### src/rtl/clkgate_pkg.sv
// Package: shared constants and types of the clock gate controller.
// Assumes a fixed two-group register layout of 32 branches per group.
package clkgate_pkg;
    localparam int GRP_BITS   = 32;
    localparam int NUM_GRP    = 2;
    localparam int NUM_BR     = GRP_BITS * NUM_GRP;
    localparam int ADDR_W     = 8;
    localparam int DATA_W     = 32;
    localparam int BASE_OFS   = 'h24;
    localparam int GRP_STRIDE = 'h10;
    localparam int SET_OFS    = 'h0;
    localparam int CLR_OFS    = 'h4;
    localparam int REQ_OFS    = 'h8;
    localparam int STAT_OFS   = 'hC;

    // Per-group write command: one-hot-per-bit set and clear masks.
    typedef struct packed {
        logic [GRP_BITS-1:0] set_m;
        logic [GRP_BITS-1:0] clr_m;
    } grp_cmd_t;
endpackage

### src/rtl/clkgate_decode.sv
// Module: register bus decode for the gate controller.
// Turns a bus write into per-group set/clear masks and muxes read data.
// Assumes a single access per cycle and combinational read data.
module clkgate_decode
    import clkgate_pkg::*;
(
    input  logic                      bus_valid,
    input  logic                      bus_write,
    input  logic [ADDR_W-1:0]         bus_addr,
    input  logic [DATA_W-1:0]         bus_wdata,
    input  logic [NUM_BR-1:0]         req_v,
    input  logic [NUM_BR-1:0]         stat_v,
    output grp_cmd_t [NUM_GRP-1:0]    cmd,
    output logic [DATA_W-1:0]         bus_rdata
);
    logic wr_en;
    logic rd_en;
    logic [NUM_GRP-1:0] hit_req;
    logic [NUM_GRP-1:0] hit_stat;

    assign wr_en = bus_valid && bus_write;
    assign rd_en = bus_valid && !bus_write;

    for (genvar g = 0; g < NUM_GRP; g++) begin : g_grp
        localparam logic [ADDR_W-1:0] A_SET  = ADDR_W'(BASE_OFS + g*GRP_STRIDE + SET_OFS);
        localparam logic [ADDR_W-1:0] A_CLR  = ADDR_W'(BASE_OFS + g*GRP_STRIDE + CLR_OFS);
        localparam logic [ADDR_W-1:0] A_REQ  = ADDR_W'(BASE_OFS + g*GRP_STRIDE + REQ_OFS);
        localparam logic [ADDR_W-1:0] A_STAT = ADDR_W'(BASE_OFS + g*GRP_STRIDE + STAT_OFS);

        // Write strobes: the data word becomes the set or clear mask.
        assign cmd[g].set_m = (wr_en && bus_addr == A_SET) ? bus_wdata : '0;
        assign cmd[g].clr_m = (wr_en && bus_addr == A_CLR) ? bus_wdata : '0;
        assign hit_req[g]   = rd_en && bus_addr == A_REQ;
        assign hit_stat[g]  = rd_en && bus_addr == A_STAT;
    end

    // Read mux: only request and status words return data.
    always_comb begin
        bus_rdata = '0;
        for (int g = 0; g < NUM_GRP; g++) begin
            if (hit_req[g])  bus_rdata = req_v[g*GRP_BITS +: GRP_BITS];
            if (hit_stat[g]) bus_rdata = stat_v[g*GRP_BITS +: GRP_BITS];
        end
    end
endmodule

### src/rtl/clkgate_group.sv
// Module: one group of gated clock branches.
// Holds the request word, and per branch a delay counter that copies the
// request into the status word ACK_DELAY cycles after it diverges.
// Assumes ACK_DELAY >= 1; reserved bits are held at 0.
module clkgate_group
    import clkgate_pkg::*;
#(
    parameter int                  ACK_DELAY = 4,
    parameter logic [GRP_BITS-1:0] RST_VAL   = '0,
    parameter logic [GRP_BITS-1:0] RSVD      = '0
) (
    input  logic                clk,
    input  logic                rst_n,
    input  grp_cmd_t            cmd,
    output logic [GRP_BITS-1:0] req_q,
    output logic [GRP_BITS-1:0] stat_q
);
    localparam int                  CNT_W = $clog2(ACK_DELAY + 1);
    localparam logic [CNT_W-1:0]    LAST  = CNT_W'(ACK_DELAY - 1);
    localparam logic [GRP_BITS-1:0] INIT  = RST_VAL & ~RSVD;

    // Request word: clear has priority over set within one write.
    always_ff @(posedge clk) begin
        if (!rst_n) req_q <= INIT;
        else        req_q <= (req_q | cmd.set_m) & ~cmd.clr_m & ~RSVD;
    end

    for (genvar b = 0; b < GRP_BITS; b++) begin : g_bit
        logic [CNT_W-1:0] cnt;
        logic             diff;
        assign diff = req_q[b] != stat_q[b];

        // Delay counter: runs while request and status differ, clears otherwise.
        always_ff @(posedge clk) begin
            if (!rst_n)             cnt <= '0;
            else if (!diff)         cnt <= '0;
            else if (cnt == LAST)   cnt <= '0;
            else                    cnt <= cnt + 1'b1;
        end

        // Status bit: takes the request once the delay has run out.
        always_ff @(posedge clk) begin
            if (!rst_n)                  stat_q[b] <= INIT[b];
            else if (diff && cnt == LAST) stat_q[b] <= req_q[b];
        end
    end
endmodule

### src/rtl/clk_gate_ctrl.sv
// Module: top of the set/clear clock gate controller.
// Connects the bus decode to NUM_GRP branch groups and drives gate_en from
// the acknowledged status. Assumes a synchronous, active-low reset.
module clk_gate_ctrl
    import clkgate_pkg::*;
#(
    parameter int                ACK_DELAY = 4,
    parameter logic [NUM_BR-1:0] RST_STATE = '0,
    parameter logic [NUM_BR-1:0] RSVD_MASK = '0
) (
    input  logic              clk,
    input  logic              rst_n,
    input  logic              bus_valid,
    input  logic              bus_write,
    input  logic [ADDR_W-1:0] bus_addr,
    input  logic [DATA_W-1:0] bus_wdata,
    output logic [DATA_W-1:0] bus_rdata,
    output logic [NUM_BR-1:0] gate_en
);
    grp_cmd_t [NUM_GRP-1:0] cmd;
    logic [NUM_BR-1:0]      req_all;
    logic [NUM_BR-1:0]      stat_all;

    clkgate_decode u_dec (
        .bus_valid (bus_valid),
        .bus_write (bus_write),
        .bus_addr  (bus_addr),
        .bus_wdata (bus_wdata),
        .req_v     (req_all),
        .stat_v    (stat_all),
        .cmd       (cmd),
        .bus_rdata (bus_rdata)
    );

    for (genvar g = 0; g < NUM_GRP; g++) begin : g_grp
        clkgate_group #(
            .ACK_DELAY (ACK_DELAY),
            .RST_VAL   (RST_STATE[g*GRP_BITS +: GRP_BITS]),
            .RSVD      (RSVD_MASK[g*GRP_BITS +: GRP_BITS])
        ) u_grp (
            .clk    (clk),
            .rst_n  (rst_n),
            .cmd    (cmd[g]),
            .req_q  (req_all[g*GRP_BITS +: GRP_BITS]),
            .stat_q (stat_all[g*GRP_BITS +: GRP_BITS])
        );
    end

    assign gate_en = stat_all;
endmodule

### config.mk
export PLATFORM = sky130hd
export DESIGN_NAME = clk_gate_ctrl
export DESIGN_NICKNAME = d
export VERILOG_FILES = /design/src/rtl/clkgate_pkg.sv /design/src/rtl/clkgate_decode.sv /design/src/rtl/clkgate_group.sv /design/src/rtl/clk_gate_ctrl.sv
export SDC_FILE = /design/constraint.sdc
export NUM_CORES = 1
export LEC_CHECK = 0
export CAP_MARGIN = 25
export CORE_UTILIZATION = 50
export CTS_CLUSTER_DIAMETER = 120
export DETAILED_ROUTE_END_ITERATION = 8
export PLACE_DENSITY = 0.71
export REMOVE_ABC_BUFFERS = 1
export SETUP_SLACK_MARGIN = 0.5
export SYNTH_ARGS = -nofsm -noshare
export SYNTH_HDL_FRONTEND = slang
export SYNTH_SLANG_ARGS = --single-unit
### constraint.sdc
create_clock -name clk -period 1.6 [get_ports clk]
set_input_delay 0.32 -clock clk [delete_from_list [all_inputs] [get_ports clk]]
set_output_delay 0.32 -clock clk [all_outputs]
set_load 0.01 [all_outputs]
==> results.sh <==
export IMPL_outcome="finished, violations left"
export IMPL_violations="negative setup slack"
export IMPL_critPathArrivalTime_ns=1.78
export IMPL_finalNonFillerCells=2125
export IMPL_wl_per_cell_um=18.39
export IMPL_post_synth_fa_ha_maj_area_fraction_pct=11.38
export IMPL_grt_pass1_vias=10910
export IMPL_powerDensity_mw_per_mm2=806.4
export IMPL_crit_top_cell="buf_6"
export IMPL_worstPathBufferInverterCount=6
export IMPL_fin_nets=1894
export IMPL_setup_violations=32
export IMPL_rsz0062_at_grt="true"
export IMPL_slowest_delay_ns=0.34
export IMPL_worstPathRequired_ns=1.28
export IMPL_grt_max_degree=60
export IMPL_dp_hpwl_um=20430
export IMPL_worst_setup_path_type="in2out"
export IMPL_grt_usage_pct=24.50
export IMPL_start_kind="input port"
export IMPL_cellLeakagePower_nw=8.166
export IMPL_cts_buffers=35
export IMPL_syn_inst=1394
export IMPL_clock_skew_ns=0.01128
export IMPL_clk_insertion_delay_late_ns=0.51
export IMPL_fin_crit_sh_pct=131.0
export IMPL_crit_path_end_kind="output port"
export IMPL_peakVddDrop_v=0.0009471
export IMPL_antenna_left=0
export IMPL_synth_simple_area_share_pct=12.27
export IMPL_cts_root_buf="clkbuf_16"
export IMPL_drv_slew=0
export IMPL_core_area_mm2=0.02771
export IMPL_cts_tree="yes"
export IMPL_dr_pass1_iters=5
export IMPL_drive_gt1_share_pct=39.00
export IMPL_grt_pass1_wl_um=55250
export IMPL_synth_area_per_cell_um2=10.09
export IMPL_grt_overflow=0
export IMPL_die_area_mm2=0.02882
export IMPL_power_mw=16.67
export IMPL_io_buffers=139
export IMPL_clk_pin_slew_ns=0.05
export IMPL_cpMaxStageDelayCell="nor4b_4"
export IMPL_syn_area_mm2=0.01407
export IMPL_clockBufferDepth=3
export IMPL_hold_viol=0
export IMPL_cap_violations=0
export IMPL_row_count=61
export IMPL_min_path_type="in2reg"
export IMPL_yosysSeqAreaShare_pct=45.53
export IMPL_min_period_ns=2.096
export IMPL_die_y_um=169.8
export IMPL_synth_top_family_by_area="compound AO/OA/AOI/OAI gates"
export IMPL_antenna_found_initial=1
export IMPL_slew_headroom_pct=80.50
export IMPL_synth_compound_area_share_pct=13.66
export IMPL_drc=0
export IMPL_layout_common_cells="nor2_1 (191), dfxtp_1 (188), inv_1 (128), buf_4 (127), buf_6 (123)"
export IMPL_first_iter_violations=670
export IMPL_drt_vias_per_instance=5.387
export IMPL_crit_fanout=5
export IMPL_layout_commonest_cell="nor2_1"
export IMPL_routed_wl_um=39070
export IMPL_dp_cells=1972
export IMPL_nFillCells=1830
export IMPL_syn2layout_area_growth_pct=46.91
export IMPL_hold_buffers=0
export IMPL_max_freq_mhz=477.2
export IMPL_synth_mux_area_share_pct=6.829
export IMPL_h_tree_depth=2
export IMPL_vias=11450
export IMPL_worst_pin_slew_ns=0.2912
export IMPL_ys_ff_latch=320
export IMPL_ioPinCount=140
export IMPL_layout_setup_ws_ns=-0.4957
export IMPL_ys_types=27
export IMPL_critical_path_top_delay_family="buffers and inverters"
export IMPL_place_gp_congestion=0.7434
export IMPL_die_x_um=169.8
export IMPL_cts_sinks=320
export IMPL_cp_cell_sequence="buf_6, nor4b_4, and4bb_4, buf_6, buf_6, buf_6, buf_16, a22o_1, buf_2"
export IMPL_start_util_pct=50.79
export IMPL_synth_xor_area_share_pct=3.984
export IMPL_ys_warn_count=0
-- worst paths after layout --
| path | start | endpoint | slack [ns] | cells past startpoint |
|---|---|---|---|---|
| worst max-delay path | bus_addr[7] | bus_rdata[9] | -0.50 | 9 |
| worst min-delay path | rst_n | g_grp[0].u_grp.stat_q[1] | 0.17 | 2 |
| worst max register to register | g_grp[0].u_grp.stat_q[5] | g_grp[0].u_grp.g_bit[5].cnt[0] | 0.46 | 6 |
| worst min register to register | g_grp[0].u_grp.g_bit[11].cnt[0] | g_grp[0].u_grp.g_bit[11].cnt[0] | 0.40 | 1 |
-- synth_stat cells --
master	n	area share, %
buf_2	21	0.75
dfxtp_1	320	46
and4bb_1	1	0.089
o21ai_0	64	2.3
and4b_1	2	0.14
o2bb2ai_1	32	2.0
nor4b_1	1	0.062
o21a_1	64	3.4
buf_1	1	0.027
nand3b_1	64	3.4
clkbuf_1	23	0.61
nor2_1	194	5.2
buf_6	12	0.96
xor2_1	64	4.0
nor2b_1	66	2.9
nand2_1	1	0.027
inv_1	128	3.4
nor3b_2	1	0.089
and4_1	1	0.062
nor4b_4	1	0.17
mux2i_1	96	6.8
a41oi_1	64	4.0
and3b_1	1	0.062
a22o_1	32	2.0
ha_1	128	11
buf_4	11	0.59
and3_1	1	0.044
-- cell type report --
cell class                      instances  area (µm²)  area share (%)
Clock inverter                          9       73.82          0.3571
Antenna cell                            1       2.502         0.01211
Tap cell                              378       473.0           2.288
Sequential cell                       320        6601           31.93
Multi-Input combinational cell        878        8245           39.89
Inverter                              128       480.5           2.324
Timing Repair Buffer                  359        3714           17.96
Clock buffer                           52        1082           5.235
-- report_power, final --
part | internal, mW | total [mW] | switching, mW
clock | 4.83 | 8.03 | 3.20
combinational | 0.314 | 0.697 | 0.383
sequential | 7.94 | 7.95 | 0.000720
total | 13.1 | 16.7 | 3.58
-- timing repair --
action | 4_1_cts | 5_1_grt
cloned | 9 | 5
buffers inserted | 47 | 30
endpoints found under the setup margin | 300 | 372
resized for setup | 705 | 244
pin swaps | 75 | 138
-- flip-flops by register name (all words and copies together), names as in the netlist --
register	flops
g_grp.u_grp.req_q	64
g_grp.u_grp.g_bit.cnt	192
g_grp.u_grp.stat_q	64
-- per-layer routing --
metal	up-vias	track usage, %	routed length (µm)
met3	110	4.151	2215
met2	324	43.55	19680
met4	0	12.46	1845
li1	5472	-	-
met1	5542	28.19	15330
met5	-	0	0
-- stage by stage --
step	worst slack, ns	instance area (µm²)	hold slack [ns]	util [%]	setup TNS (ns)
3_5_place_dp	-1.078	16740	0.4099	60.41	-99.08
5_1_grt	-0.5596	20670	0.1759	74.62	-15.48
4_1_cts	-0.4682	19070	0.1554	68.82	-12.61
3_3_place_gp	-1.075	16740	0.4060	60.41	-99.06
6_report	-0.4957	20670	0.1667	74.62	-13.76
2_1_floorplan	-1.830	13660	0.3992	-	-153.99
-- cells by family (layout without fill, tap and decap cells) --
group | count (synthesis) | after routing
xor gates and xnor gates | 64 | 64
adders and majority gates | 128 | 128
other | 0 | 1
buffers and inverters | 196 | 548
AOI/OAI and AO/OA | 256 | 256
DFF | 320 | 320
and+or+nand+nor | 334 | 334
muxes | 96 | 96
Power figures use the tool's default switching activity.
